## config.mk

```make
export PLATFORM = sky130hd
export DESIGN_NAME = sstx_top
export DESIGN_NICKNAME = d
export VERILOG_FILES = /design/src/rtl/sstx_pkg.sv /design/src/rtl/sstx_fifo.sv /design/src/rtl/sstx_regs.sv /design/src/rtl/sstx_shifter.sv /design/src/rtl/sstx_top.sv
export SDC_FILE = /design/constraint.sdc
export NUM_CORES = 1
export LEC_CHECK = 0
export BUFFER_PORTS_ARGS = -buffer_cell sky130_fd_sc_hd__buf_2
export CORE_UTILIZATION = 49
export DETAILED_ROUTE_END_ITERATION = 8
export PLACE_DENSITY = 0.65
export SYNTH_ARGS = -nofsm -noshare
export SYNTH_HDL_FRONTEND = slang
export SYNTH_SLANG_ARGS = --single-unit
```

## constraint.sdc

```tcl
create_clock -name clk_i -period 7.1 [get_ports clk_i]
set_input_delay 0.71 -clock clk_i [delete_from_list [all_inputs] [get_ports clk_i]]
set_output_delay 0.71 -clock clk_i [all_outputs]
set_load 0.005 [all_outputs]
```

## src/rtl/sstx_pkg.sv

```systemverilog
package sstx_pkg;

  localparam int unsigned CHAR_W = 32;

  localparam logic [4:0] A_DATA = 5'h00;
  localparam logic [4:0] A_CTL0 = 5'h04;
  localparam logic [4:0] A_CTL1 = 5'h08;
  localparam logic [4:0] A_STAT = 5'h0c;
  localparam logic [4:0] A_CDIV = 5'h18;

  typedef enum logic [1:0] {
    ORD_HB_HB = 2'b00,
    ORD_HB_LB = 2'b01,
    ORD_LB_LB = 2'b10,
    ORD_LB_HB = 2'b11
  } order_e;

  typedef enum logic [1:0] {
    ST_IDLE,
    ST_LEAD,
    ST_SHIFT,
    ST_TAIL
  } tx_state_e;

  typedef struct packed {
    logic [5:0] len;
    order_e     order;
    logic       cpha;
    logic       cpol;
    logic       cs_hi;
  } tx_cfg_t;

  function automatic logic [5:0] len_from_field(logic [4:0] f);
    return (f > 5'd30) ? 6'd32 : ({1'b0, f} + 6'd2);
  endfunction

  // character bit sent at wire position idx
  function automatic logic [4:0] src_bit(order_e ord, logic [5:0] len, logic [4:0] idx);
    logic [5:0] last, pos, top;
    last = len - 6'd1;
    pos  = {1'b0, idx};
    top  = '0;
    case (ord)
      ORD_HB_HB: pos = last - {1'b0, idx};
      ORD_LB_LB: pos = {1'b0, idx};
      default: begin
        // high-byte/low-bit is the reverse of low-byte/high-bit
        if (ord == ORD_HB_LB) pos = last - {1'b0, idx};
        top = {1'b0, pos[4:3], 3'b111};
        if (top > last) top = last;
        pos = top - {3'b000, pos[2:0]};
      end
    endcase
    return pos[4:0];
  endfunction

endpackage

```

## src/rtl/sstx_fifo.sv

```systemverilog
module sstx_fifo #(
  parameter int unsigned DEPTH = 16,
  parameter int unsigned W     = 33
) (
  input  logic                   clk_i,
  input  logic                   rst_ni,
  input  logic                   push_i,
  input  logic [W-1:0]           wdata_i,
  input  logic                   pop_i,
  input  logic                   flush_i,
  output logic [W-1:0]           rdata_o,
  output logic [$clog2(DEPTH):0] count_o,
  output logic                   full_o,
  output logic                   empty_o
);
  localparam int unsigned PTR_W = $clog2(DEPTH);
  localparam int unsigned CNT_W = PTR_W + 1;

  logic [W-1:0]     mem_q [DEPTH];
  logic [PTR_W-1:0] wptr_q, rptr_q;
  logic [CNT_W-1:0] count_q;
  logic             do_push, do_pop;

  assign full_o  = (count_q == CNT_W'(DEPTH));
  assign empty_o = (count_q == '0);
  assign do_push = push_i && !full_o && !flush_i;
  assign do_pop  = pop_i && !empty_o && !flush_i;
  assign rdata_o = mem_q[rptr_q];
  assign count_o = count_q;

  function automatic logic [PTR_W-1:0] inc(logic [PTR_W-1:0] p);
    return (p == PTR_W'(DEPTH - 1)) ? '0 : p + 1'b1;
  endfunction

  always_ff @(posedge clk_i or negedge rst_ni) begin
    if (!rst_ni) begin
      wptr_q  <= '0;
      rptr_q  <= '0;
      count_q <= '0;
    end else if (flush_i) begin
      wptr_q  <= '0;
      rptr_q  <= '0;
      count_q <= '0;
    end else begin
      if (do_push) wptr_q <= inc(wptr_q);
      if (do_pop)  rptr_q <= inc(rptr_q);
      case ({do_push, do_pop})
        2'b10:   count_q <= count_q + 1'b1;
        2'b01:   count_q <= count_q - 1'b1;
        default: count_q <= count_q;
      endcase
    end
  end

  always_ff @(posedge clk_i) begin
    if (do_push) mem_q[wptr_q] <= wdata_i;
  end

  p_no_overflow_r8: assert property (@(posedge clk_i) disable iff (!rst_ni)
    count_q <= CNT_W'(DEPTH));
  p_full_drop_r1: assert property (@(posedge clk_i) disable iff (!rst_ni)
    (full_o && push_i && !pop_i && !flush_i) |=> (count_q == CNT_W'(DEPTH)));
  p_flush_empties_r7: assert property (@(posedge clk_i) disable iff (!rst_ni)
    flush_i |=> (count_q == '0));
  p_pop_nonempty_r6: assert property (@(posedge clk_i) disable iff (!rst_ni)
    pop_i |-> !empty_o);

endmodule

```

## src/rtl/sstx_regs.sv

```systemverilog
module sstx_regs
  import sstx_pkg::*;
#(
  parameter int unsigned DEPTH = 16,
  parameter int unsigned DIV_W = 8
) (
  input  logic                   clk_i,
  input  logic                   rst_ni,
  input  logic                   we_i,
  input  logic [4:0]             addr_i,
  input  logic [31:0]            wdata_i,
  input  logic [$clog2(DEPTH):0] fifo_count_i,
  input  logic                   fifo_full_i,
  input  logic                   busy_i,
  input  logic                   underrun_set_i,
  output tx_cfg_t                cfg_o,
  output logic                   en_o,
  output logic [DIV_W-1:0]       div_o,
  output logic                   push_o,
  output logic [CHAR_W:0]        push_data_o,
  output logic                   flush_o,
  output logic [31:0]            rdata_o
);
  logic             en_q, cs_hi_q, cpha_q, cpol_q, unr_q;
  logic [1:0]       order_q;
  logic [3:0]       thr_q;
  logic [4:0]       lenf_q;
  logic [DIV_W-1:0] div_q;
  logic [5:0]       len;
  logic [31:0]      mask;
  logic             half_empty;

  assign len     = len_from_field(lenf_q);
  assign mask    = ~(32'hFFFF_FFFE << (len - 6'd1));
  assign cfg_o   = '{len: len, order: order_e'(order_q), cpha: cpha_q, cpol: cpol_q, cs_hi: cs_hi_q};
  assign en_o    = en_q;
  assign div_o   = div_q;
  assign push_o  = we_i && (addr_i == A_DATA);
  assign push_data_o = {wdata_i[16], wdata_i & mask};
  assign flush_o = we_i && (addr_i == A_CTL0) && wdata_i[2];
  assign half_empty = (32'(fifo_count_i) <= 32'(thr_q));

  always_ff @(posedge clk_i or negedge rst_ni) begin
    if (!rst_ni) begin
      en_q    <= 1'b0;
      order_q <= 2'b00;
      cs_hi_q <= 1'b0;
      thr_q   <= '0;
      lenf_q  <= 5'd6;
      cpha_q  <= 1'b0;
      cpol_q  <= 1'b0;
      div_q   <= '0;
      unr_q   <= 1'b0;
    end else begin
      if (we_i && addr_i == A_CTL0) begin
        en_q    <= wdata_i[15];
        order_q <= wdata_i[19:18];
      end
      if (we_i && addr_i == A_CTL1) begin
        cs_hi_q <= wdata_i[30];
        thr_q   <= wdata_i[19:16];
        lenf_q  <= wdata_i[7:3];
        cpha_q  <= wdata_i[1];
        cpol_q  <= wdata_i[0];
      end
      if (we_i && addr_i == A_CDIV) div_q <= wdata_i[DIV_W-1:0];
      if (underrun_set_i) unr_q <= 1'b1;
      else if (we_i && addr_i == A_STAT && !wdata_i[1]) unr_q <= 1'b0;
    end
  end

  always_comb begin
    rdata_o = '0;
    case (addr_i)
      A_CTL0: begin
        rdata_o[19:18] = order_q;
        rdata_o[15]    = en_q;
      end
      A_CTL1: begin
        rdata_o[30]    = cs_hi_q;
        rdata_o[19:16] = thr_q;
        rdata_o[7:3]   = lenf_q;
        rdata_o[1]     = cpha_q;
        rdata_o[0]     = cpol_q;
      end
      A_STAT: begin
        rdata_o[23:16] = 8'(fifo_count_i);
        rdata_o[6]     = busy_i;
        rdata_o[5]     = fifo_full_i;
        rdata_o[3]     = half_empty;
        rdata_o[1]     = unr_q;
      end
      A_CDIV: rdata_o[DIV_W-1:0] = div_q;
      default: rdata_o = '0;
    endcase
  end

  p_underrun_enabled_r11: assert property (@(posedge clk_i) disable iff (!rst_ni)
    underrun_set_i |-> en_q);

endmodule

```

## src/rtl/sstx_shifter.sv

```systemverilog
module sstx_shifter
  import sstx_pkg::*;
#(
  parameter int unsigned DIV_W = 8
) (
  input  logic             clk_i,
  input  logic             rst_ni,
  input  logic             en_i,
  input  tx_cfg_t          cfg_i,
  input  logic [DIV_W-1:0] div_i,
  input  logic             flush_i,
  input  logic             fifo_empty_i,
  input  logic [CHAR_W:0]  fifo_rdata_i,
  output logic             pop_o,
  output logic             busy_o,
  output logic             underrun_set_o,
  output logic             sck_o,
  output logic             mosi_o,
  output logic             cs_o,
  output logic             gpc_o
);
  tx_state_e        state_q;
  logic [DIV_W-1:0] hcnt_q;
  logic             half_q, dc_q;
  logic [4:0]       bit_q;
  logic [CHAR_W-1:0] shreg_q;
  logic             tick, can_load, last_bit, char_end, active;

  assign tick     = (hcnt_q == '0);
  assign can_load = en_i && !fifo_empty_i && !flush_i;
  assign last_bit = ({1'b0, bit_q} == (cfg_i.len - 6'd1));
  assign char_end = (state_q == ST_SHIFT) && tick && half_q && last_bit;
  assign pop_o    = ((state_q == ST_IDLE) || char_end) && can_load;
  assign underrun_set_o = char_end && !can_load && en_i;
  assign active   = (state_q != ST_IDLE);
  assign busy_o   = active;
  assign cs_o     = cfg_i.cs_hi ? active : !active;
  assign gpc_o    = dc_q;
  assign sck_o    = cfg_i.cpol ^ ((state_q == ST_SHIFT) && (half_q != cfg_i.cpha));
  assign mosi_o   = ((state_q == ST_LEAD) || (state_q == ST_SHIFT)) ?
                    shreg_q[src_bit(cfg_i.order, cfg_i.len, bit_q)] : 1'b0;

  always_ff @(posedge clk_i or negedge rst_ni) begin
    if (!rst_ni) begin
      state_q <= ST_IDLE;
      hcnt_q  <= '0;
      half_q  <= 1'b0;
      bit_q   <= '0;
      shreg_q <= '0;
      dc_q    <= 1'b0;
    end else begin
      case (state_q)
        ST_IDLE: begin
          if (can_load) begin
            state_q <= ST_LEAD;
            hcnt_q  <= div_i;
            bit_q   <= '0;
            half_q  <= 1'b0;
            shreg_q <= fifo_rdata_i[CHAR_W-1:0];
            dc_q    <= fifo_rdata_i[CHAR_W];
          end
        end
        ST_LEAD: begin
          if (tick) begin
            state_q <= ST_SHIFT;
            hcnt_q  <= div_i;
          end else hcnt_q <= hcnt_q - 1'b1;
        end
        ST_SHIFT: begin
          if (tick) begin
            hcnt_q <= div_i;
            half_q <= !half_q;
            if (half_q) begin
              if (!last_bit) bit_q <= bit_q + 1'b1;
              else if (can_load) begin
                bit_q   <= '0;
                shreg_q <= fifo_rdata_i[CHAR_W-1:0];
                dc_q    <= fifo_rdata_i[CHAR_W];
              end else state_q <= ST_TAIL;
            end
          end else hcnt_q <= hcnt_q - 1'b1;
        end
        ST_TAIL: begin
          if (tick) state_q <= ST_IDLE;
          else hcnt_q <= hcnt_q - 1'b1;
        end
        default: state_q <= ST_IDLE;
      endcase
    end
  end

  p_dc_hold_r2: assert property (@(posedge clk_i) disable iff (!rst_ni)
    (state_q == ST_SHIFT && !char_end) |=> $stable(dc_q));
  p_bit_in_len_r3: assert property (@(posedge clk_i) disable iff (!rst_ni)
    (state_q == ST_SHIFT) |-> ({1'b0, bit_q} < cfg_i.len));

endmodule

```

## src/rtl/sstx_top.sv

```systemverilog
module sstx_top
  import sstx_pkg::*;
#(
  parameter int unsigned FIFO_DEPTH = 16,
  parameter int unsigned DIV_W      = 8
) (
  input  logic        clk_i,
  input  logic        rst_ni,
  input  logic        reg_we_i,
  input  logic [4:0]  reg_addr_i,
  input  logic [31:0] reg_wdata_i,
  output logic [31:0] reg_rdata_o,
  output logic        sck_o,
  output logic        mosi_o,
  output logic        cs_o,
  output logic        gpc_o
);
  localparam int unsigned CNT_W = $clog2(FIFO_DEPTH) + 1;

  tx_cfg_t          cfg;
  logic             en, push, flush, pop, busy, unr_set, full, empty;
  logic [DIV_W-1:0] div;
  logic [CHAR_W:0]  push_data, head;
  logic [CNT_W-1:0] count;

  sstx_regs #(.DEPTH(FIFO_DEPTH), .DIV_W(DIV_W)) u_regs (
    .clk_i, .rst_ni,
    .we_i(reg_we_i), .addr_i(reg_addr_i), .wdata_i(reg_wdata_i),
    .fifo_count_i(count), .fifo_full_i(full), .busy_i(busy),
    .underrun_set_i(unr_set),
    .cfg_o(cfg), .en_o(en), .div_o(div), .push_o(push),
    .push_data_o(push_data), .flush_o(flush), .rdata_o(reg_rdata_o)
  );

  sstx_fifo #(.DEPTH(FIFO_DEPTH), .W(CHAR_W + 1)) u_fifo (
    .clk_i, .rst_ni,
    .push_i(push), .wdata_i(push_data), .pop_i(pop), .flush_i(flush),
    .rdata_o(head), .count_o(count), .full_o(full), .empty_o(empty)
  );

  sstx_shifter #(.DIV_W(DIV_W)) u_shift (
    .clk_i, .rst_ni,
    .en_i(en), .cfg_i(cfg), .div_i(div), .flush_i(flush),
    .fifo_empty_i(empty), .fifo_rdata_i(head),
    .pop_o(pop), .busy_o(busy), .underrun_set_o(unr_set),
    .sck_o, .mosi_o, .cs_o, .gpc_o
  );

endmodule

```

==> results of run 1 <==
==> cell families (layout without fill, tap and decap cells) <==
| group | count (synthesis) | count (layout) | share of synthesized area |
|---|---|---|---|
| compound gates | 141 | 141 | 0.0355 |
| xor+xnor | 15 | 15 | 0.00494 |
| simple gates | 211 | 211 | 0.0412 |
| mux | 252 | 252 | 0.197 |
| flops | 614 | 614 | 0.677 |
| other cells | 1 | 17 | 0.000141 |
| fa+ha+maj | 38 | 38 | 0.0187 |
| buf+inv | 123 | 261 | 0.0257 |
==> path summary, 6_finish.rpt <==
kind | to | depth (start not counted) | slack, ps | from
worst max-delay path | mosi_o | 26 | 310 | u_regs.lenf_q[1]
worst min-delay path | u_regs.cs_hi_q | 2 | 400 | reg_wdata_i[30]
worst max register to register | u_fifo.count_o[4] | 21 | 2270 | u_regs.lenf_q[1]
worst min register to register | u_shift.hcnt_q[0] | 2 | 480 | u_shift.hcnt_q[0]
max in group asynchronous | u_fifo.rptr_q[1] | 3 | 5250 | rst_ni
min in group asynchronous | u_fifo.count_o[2] | 2 | 480 | rst_ni
==> layout make-up <==
class / instances / area (sq um) / area share
inverter: 39 / 146 / 0.00491
tap: 696 / 871 / 0.0292
timing repair buffer: 109 / 694 / 0.0233
multi-input combinational: 674 / 8150 / 0.273
clock buffer: 79 / 1640 / 0.0549
clock inverter: 34 / 295 / 0.00991
sequential: 614 / 18000 / 0.605
==> worst max-delay path: stages (launching register included) <==
cell and delay [ps]:
dfstp_2 600, ha_4 210, nand3_1 120, nand2_2 160, ha_2 210, inv_1 70, ha_4 320, ha_4 230
a21o_1 170, a21oi_2 180, xnor2_1 160, nor2_1 70, xor2_1 160, ha_1 310, nor2b_2 150, o21ai_1 100
nor4_2 310, ha_2 250, fa_1 410, o21ai_1 160, buf_6 180, mux2i_1 210, mux2i_1 90, nand3_1 90
o211ai_1 110, mux2i_2 260, buf_2 160
==> sequential cells by signal, indices dropped and copies added (netlist names), 2 cells and up <==
name / cells
u_regs.thr_q: 4
u_shift.shreg_q: 32
u_regs.order_q: 2
u_shift.hcnt_q: 8
u_regs.lenf_q: 5
u_regs.div_o: 8
u_fifo.mem_q: 528
u_shift.state_q: 2
u_fifo.wptr_q: 4
u_fifo.rptr_q: 4
u_shift.bit_q: 5
u_fifo.count_o: 5
==> layer usage <==
metal | vias to the layer above | wire length (um)
met5 | - | 0
met4 | 0 | 1560
met3 | 79 | 2930
met2 | 391 | 31100
met1 | 7176 | 27100
li1 | 5904 | -
==> layout by cell type (no fill, tap or decap), drive strengths merged, types with 35 or more instances in the layout <==
cell type	count
edfxtp	528
mux4	165
buf	108
dfrtp	84
clkbuf	79
mux2	61
nor2	55
nand2	47
inv	40
o21ai	37
ha	35
==> what timing repair did <==
| item | CTS | global route |
|---|---|---|
| endpoints found under the setup margin | 1 | 1 |
| setup buffers | 1 | 4 |
| hold buffers | 1 | 0 |
| pin swaps | 1 | 2 |
| endpoints found under the hold margin | 13 | 0 |
| gates resized for setup | 6 | 12 |
==> per-stage QoR <==
| step | utilization | TNS, ps |
|---|---|---|
| final | 0.555 | 0 |
| after global routing | 0.555 | -16.0 |
| after CTS | 0.554 | 0 |
| after detailed placement | 0.517 | 0 |
| after global placement | 0.517 | 0 |
| after floorplan | - | 0 |
==> report_power, final <==
group / internal (mW) / switching [mW]
registers: 4.26 / 0.277
logic: 1.63 / 1.70
clock network: 1.77 / 1.34
==> metrics.cfg, run 1 <==
[power_and_ir_drop]
vdd_ir_drop_max_v = 0.000209
powerDensity_nw_per_um2 = 368
p_leak_nw = 10.6
power_mw = 11.0

[routing]
num_vias = 13600
drt-initial-drc-count = 1208
routedWlPerCell_um = 27.9
drt-total-wl_um = 62700
post-route-drc-count = 0
via_per_inst = 6.04
ant_nets = 0
first_pass_iters = 5

[clock_network]
clock_path_buffers = 3
cts-htree-levels = 2
cts.sinks = 614
cts_inserted_buffers = 61
clk_latency_ps = 630
cts_tree = built
clk_transition_reported_paths_ps = 60
root_buffer = clkbuf_16

[global_route]
gr-total-overflow = 0
globalRouteMet3Util = 0.0291
met1_usage = 0.318
use_met2 = 0.385
top_usage_layer = met2
grt_usage = 0.230
grt_pass1_wl_um = 92400
grt_max_degree = 110
antenna_found_initial = 0
grt_pass1_vias = 13800

[floorplan]
initial_core_util = 0.495
fp.coreArea_sq_um = 53700
rows = 85
die_w_um = 235
die_y_um = 235
die_area_sq_um = 55200
ios = 76

[run_status]
status = completed

[logic_synthesis]
yosysUniqueCellTypes = 84
syn_area_sq_um = 26600
synth_area_per_cell_sq_um = 19.1
synth-edff-count = 528
ys_seq_area_frac = 0.677
syn_inst = 1395
yosysMostFrequentCell = edfxtp_1
synth.top_cells.by_count = edfxtp_1 (528), mux4_1 (120), dfrtp_1 (84)
synth_ff_type = edfxtp_1
synth_area_leaders = edfxtp_1 (60%), mux4_1 (12%), dfrtp_1 (7.9%), mux4_2 (3.8%), mux2_4 (1.7%)
ys_ff_latch = 614
synthArstFlopShare = 0.140
synth_largest_area_cell = edfxtp_1
synth.top_cell.area_share = 0.596
yosysWarnings = 0

[timing]
timing.final.ws_setup_ps = 308
max_freq_mhz = 147
hold_viol_final = 0
slew_headroom = 0.175
finalSetupViolCount = 0
fin_hold_ws_ps = 398
maxSlewViolCount = 0
worst_pin_slew_ps = 1240
period_minus_slack_ps = 6790
period_share = 0.957
finClkSkew_ps = 16.2

[placed_design]
dp_cells = 2126
gp_congestion = 0.934
portBuffers = 58
dpl_cell_area_sq_um = 27800
place_ws_ps = 286
dp_hpwl_um = 36600

[job]
maxCapViolCount = 0

[critical_path]
startpoint_type = flop
crit_fanout = 10
critPathCaptureType = output pin
worstPathArrival_ps = 6080
crit_required_ps = 6390
critPathKind = flop to output pin

[finish]
syn2layout_area_growth_pct = 12.1
fin_cells = 2245
postLayoutCellArea_sq_um = 29800
insertedDiodeCount = 0
fill_cells = 4017
drive_above_1_share = 0.230
nNetsFinal = 1577

[hold_path]
min_path_type = primary input to flop

Power figures use the tool's default switching activity.
==> run 2, diff against run 1 <==
==> constraint.sdc (replaced) <==
create_clock -name clk_i -period 8.3 [get_ports clk_i]
set_input_delay 2.49 -clock clk_i [delete_from_list [all_inputs] [get_ports clk_i]]
set_output_delay 2.49 -clock clk_i [all_outputs]
set_load 0.005 [all_outputs]
==> run 2 against run 1 <==
Design area rose by 1.2%. Die area did not move. Combinational power fell by 11%. Register-to-register slack improved by 1300 ps. Final cell count rose by 0.85%. First-iteration DRC count rose by 11%.
==> metrics.cfg, run 2 (synthesis results as in run 1) <==
[run_status]
status = completed

[routing]
met2_length_um = 31600
wl_met3_um = 3420
ant_nets = 0
top_layer = met4
num_vias = 13800
drt-initial-drc-count = 1337
drt-total-wl_um = 63800
first_pass_iters = 5
post-route-drc-count = 0
routedWlPerCell_um = 28.2
via_per_inst = 6.08
m1WireLength_um = 27200

[critical_path]
crit_path_start = u_regs.lenf_q[1]
worstPathArrival_ps = 5800
critPathCaptureType = output pin
cp_slowest_cell = dfstp_2
critPathKind = flop to output pin
crit_required_ps = 5810
reg2reg_from = u_regs.lenf_q[1]
crit_fanout = 7
startpoint_type = flop
worst_path_most_repeated_cell = ha_4
slowest_delay_ps = 570

[timing]
rsz0062_at_grt = yes
hold_viol_final = 0
finalSetupViolCount = 0
fin_hold_ws_ps = 491
worst_pin_slew_ps = 1210
period_minus_slack_ps = 8290
period_share = 0.999
maxSlewViolCount = 0
max_freq_mhz = 121
finClkSkew_ps = 29.5
slew_headroom = 0.193

[clock_network]
cts_tree = built
clk_latency_ps = 630
clk_transition_reported_paths_ps = 70
cts_inserted_buffers = 59
cts-htree-levels = 2
cts_hold_buffers = 0
root_buffer = clkbuf_16
cts.sinks = 614
clock_path_buffers = 3

[finish]
reg_top3 = u_fifo.mem_q: 528 flops, u_shift.shreg_q: 32 flops
nNetsFinal = 1596
seq_area_sq_um = 18000
syn2layout_area_growth_pct = 13.4
final_cell_mix = edfxtp_1 (528), mux4_1 (120), dfrtp_1 (80)
drive_above_1_share = 0.255
postLayoutCellArea_sq_um = 30200
multi_input_area_sq_um = 8270
largest_reg_flops = 528
top_register = u_fifo.mem_q
final_common_cell = edfxtp_1
fill_cells = 4025

[global_route]
grt_max_degree = 123
gr-total-overflow = 0
antenna_found_initial = 1
grt_usage = 0.235
grt_pass1_wl_um = 93900
grt_pass1_vias = 13800

[floorplan]
die_area_sq_um = 55200
die_y_um = 235
ios = 76
die_w_um = 235
initial_core_util = 0.495
fp.coreArea_sq_um = 53700
rows = 85

[power_and_ir_drop]
p_sw_mw = 2.90
p_leak_nw = 10.8
power_frac_clock = 0.286
power_frac_seq = 0.405
powerDensity_nw_per_um2 = 319
vdd_ir_drop_max_v = 0.000190
switching_share = 0.302
combinationalPowerShare = 0.309
internal_power_mw = 6.72

[hold_path]
min_path_type = flop to flop
hp-start = u_shift.hcnt_q[0]

[job]
maxCapViolCount = 0

[placed_design]
dpl_cell_area_sq_um = 27800
dp_hpwl_um = 36800
gp_congestion = 0.928
portBuffers = 58

[run 2: cell types whose count changed in the layout (fill, tap and decap cells not counted), sizes merged, moves of 3 or more]
cell | before | now
clkbuf | 79 | 71
clkinv | 26 | 21
buf | 108 | 130
inv | 40 | 43
clkinvlp | 3 | 6
bufinv | 4 | 8
[run 2: area by class of cell]
type | count | area share
clock inverters | 39 | 0.0145
multi-input cells | 674 | 0.274
flip-flops and latches | 614 | 0.597
diodes | 1 | 0.0000830
repair buffers | 130 | 0.0288
clock buffers | 71 | 0.0515
well taps | 696 | 0.0289
inverters | 39 | 0.00485
[run 2: power groups by stage]
stage	registers [mW]	logic (mW)	clock network, mW
after floorplan	3.79	2.17	0
after global placement	3.96	2.70	0
after detailed placement	3.96	2.76	0
after CTS	3.90	2.94	2.80
after global routing	3.92	3.21	2.92
final	3.90	2.97	2.75
[run 2: per-layer routing]
metal / global-route usage / vias to the layer above
li1: - / 5951
met1: 0.326 / 7232
met2: 0.390 / 470
met3: 0.0341 / 101
met4: 0.0650 / 0
met5: 0 / -
[run 2: timing repair]
action                                  CTS  global route
pin swaps                                22            11
endpoints found under the setup margin    1             1
buffers inserted                         22             2
resized for setup                        35            12
[run 2: final timing paths]
check	to	slack, ps	cells after the start
max in group asynchronous	u_shift.shreg_q[24]	5240	2
min	u_shift.hcnt_q[0]	490	2
min reg2reg	u_shift.hcnt_q[0]	490	2
min in group asynchronous	u_fifo.rptr_q[3]	1700	1
max	mosi_o	8	28
max reg2reg	u_fifo.count_o[4]	3550	23
[run 2: critical path, delay by kind of cell, from the launching register on]
kind                     cells  cell delay (ps)
multiplexers                 3              630
buffers and inverters        7              840
AND/OR/NAND/NOR              7              710
AO/OA/AOI/OAI                5              960
adder cells (fa/ha/maj)      6             1490
flip-flops                   1              570
[run 2: stage by stage]
stage,setup slack [ps],setup TNS [ps],util,instances,power (mW)
2_1_floorplan,183,0,-,1411,5.96
3_3_place_gp,268,0,0.517,2129,6.66
3_5_place_dp,194,0,0.517,2129,6.71
4_1_cts,-57.5,-57.5,0.561,2261,9.63
5_1_grt,-169,-169,0.562,2263,10.1
6_report,8.06,0,0.562,2264,9.62
==> run 3, diff against run 2 <==
Settings changed: SYNTH_HIERARCHICAL set to 1.
==> run 3 against run 2 <==
First-iteration DRC count down 12%. Via count up 11%. Register-to-register slack worse by 580 ps. Sequential power about the same. Die area up 0.57%. Worst setup slack better by 290 ps. Clock skew down 5.5 ps. Hold slack worse by 2.7 ps. Utilization down 0.12 points. Critical path type unchanged. Largest cell class unchanged. Largest power group unchanged.
==> metrics.cfg, run 3 <==
[finish]
final_cell_mix = edfxtp_1 (528), mux2i_1 (158), dfrtp_1 (81)
nNetsFinal = 1845
postLayoutCellArea_sq_um = 30200
top_register = u_fifo/mem_q
reg_top3 = u_fifo/mem_q: 528 flops, u_shift/shreg_q: 32 flops
insertedDiodeCount = 0
drive_above_1_share = 0.221
syn2layout_area_growth_pct = 13.0
final_common_cell = edfxtp_1
fin_cells = 2513
largest_reg_flops = 528

[timing]
hold_viol_final = 0
timing.final.ws_setup_ps = 294
worst_pin_slew_ps = 1370
slew_headroom = 0.0860
max_freq_mhz = 125
setup_tns_ps = 0
finClkSkew_ps = 24.0
period_minus_slack_ps = 8010
maxSlewViolCount = 0
period_share = 0.965
finalSetupViolCount = 0

[critical_path]
reg2reg_from = u_regs/lenf_q[1]
reg2reg_to = u_fifo/count_o[4]
worstPathArrival_ps = 5520
crit_fanout = 8
crit_required_ps = 5810
cp_slowest_cell = dfstp_2
r2r_slack_ps = 2970
crit_path_start = u_regs/lenf_q[1]
rr_worst_depth = 18
startpoint_type = flop
crit_end = mosi_o
slowest_delay_ps = 560
critPathCaptureType = output pin
critPathKind = flop to output pin

[logic_synthesis]
syn_area_sq_um = 26700
synth_fa_ha_area_frac = 0.0186
yosysUniqueCellTypes = 85
synth_top_family_by_area = multiplexers
synthSimpleGateAreaFrac = 0.0454
synth_area_leaders = edfxtp_1 (59%), dfrtp_1 (7.9%), mux2i_1 (5.9%), mux4_2 (5.6%), a221oi_1 (2.3%)
yosys-mux-area-fraction = 0.141
synth-edff-count = 528
synth.top_cell.area_share = 0.593
synth_ff_type = edfxtp_1
synthArstFlopShare = 0.140
yosysWarnings = 6
synth_compound_area_frac = 0.0816
ys_seq_area_frac = 0.673
synth.top_cells.by_count = edfxtp_1 (528), mux2i_1 (158), dfrtp_1 (84)
synth_largest_area_cell = edfxtp_1
yosysMostFrequentCell = edfxtp_1
synth_xor_area_frac = 0.00669
synth_area_per_cell_sq_um = 16.0
ys_ff_latch = 614
syn_inst = 1672

[routing]
via_per_inst = 6.06
ant_nets = 0
routedWlPerCell_um = 25.4
post-route-drc-count = 0
drt-total-wl_um = 63900
drt-initial-drc-count = 1183
num_vias = 15200
first_pass_iters = 5

[clock_network]
cts-htree-levels = 2
clock_path_buffers = 3
clk_transition_reported_paths_ps = 70
cts_tree = built
cts_inserted_buffers = 59
cts_hold_buffers = 0
root_buffer = clkbuf_16
cts.sinks = 614
clk_latency_ps = 620

[global_route]
globalRouteMet3Util = 0.0358
gr-total-overflow = 0
met1_usage = 0.328
grt_max_degree = 111
grt_usage = 0.234
use_met2 = 0.378
grt_pass1_wl_um = 96100
antenna_found_initial = 2
grt_pass1_vias = 15500
top_usage_layer = met2

[placed_design]
place_ws_ps = -11.2
dp_cells = 2383
dp_hpwl_um = 38600
dpl_cell_area_sq_um = 27900
gp_congestion = 0.879
portBuffers = 58

[floorplan]
ios = 76
initial_core_util = 0.496
rows = 85
die_w_um = 236
die_y_um = 236
die_area_sq_um = 55500
fp.coreArea_sq_um = 53900

[power_and_ir_drop]
p_leak_nw = 10.8
powerDensity_nw_per_um2 = 323
power_mw = 9.77
vdd_ir_drop_max_v = 0.000328

[hold_path]
min_path_type = flop to flop

[job]
maxCapViolCount = 0

[run_status]
status = completed

## run 3: through the flow
stage | utilization | hold WS [ps]
6_report | 0.560 | 488
4_1_cts | 0.557 | 483
3_3_place_gp | 0.518 | 466
5_1_grt | 0.560 | 500
3_5_place_dp | 0.518 | 468
2_1_floorplan | - | 450
## run 3: cell type report
class,instances,area (sq um)
clock inverter,31,298
clock buffer,80,1660
fill,4132,23700
multi-input combinational,893,8260
tap,696,871
timing repair buffer,131,861
sequential,614,18000
inverter,68,260
## run 3: critical path, delay by kind of cell, from the launching register on
kind                     cells  cell delay, ps
adder cells (fa/ha/maj)      5            1390
XOR/XNOR                     3             490
buffers and inverters        6             620
AO/OA/AOI/OAI                5             780
multiplexers                 2             390
flip-flops                   1             560
AND/OR/NAND/NOR              7             640
## run 3: power by group
group          switching (mW)  internal (mW)  leakage [nW]
Clock                    1.14           1.53         0.955
Combinational            1.79           1.39          3.93
Sequential              0.246           3.67          5.88
Total                    3.18           6.59          10.8
## run 3: repair_timing
item                                    in CTS  in global routing
buffers inserted                             5                 13
endpoints found under the setup margin       1                  1
resized for setup                           28                 16
pin swaps                                    7                 18
gates cloned                                 1                  0
endpoints found under the hold margin        0                  0
## run 3: metal layers
metal / share of wire / vias up / wire [um]
met5: 0 / - / 0
met2: 0.48 / 511 / 30800
met1: 0.44 / 7869 / 27800
met4: 0.025 / 0 / 1600
met3: 0.057 / 91 / 3650
li1: - / 6753 / -
## run 3: cell families after synthesis
family	count (synthesis)
compound gates	293
xor+xnor	18
fa+ha+maj	38
buf+inv	181
flops	614
mux	286
other cells	1
simple gates	241
## run 3: worst min-delay path by stage
| stage | startpoint | end | slack, ps | cells after the start |
|---|---|---|---|---|
| 2_1_floorplan | u_regs/unr_q | u_regs/unr_q | 450 | 1 |
| 3_3_place_gp | u_regs/unr_q | u_regs/unr_q | 470 | 1 |
| 3_5_place_dp | u_shift/shreg_q[0] | u_shift/shreg_q[0] | 470 | 1 |
| 4_1_cts | u_shift/shreg_q[0] | u_shift/shreg_q[0] | 480 | 1 |
| 5_1_grt | u_shift/shreg_q[0] | u_shift/shreg_q[0] | 500 | 1 |
| 6_report | u_shift/shreg_q[0] | u_shift/shreg_q[0] | 490 | 1 |
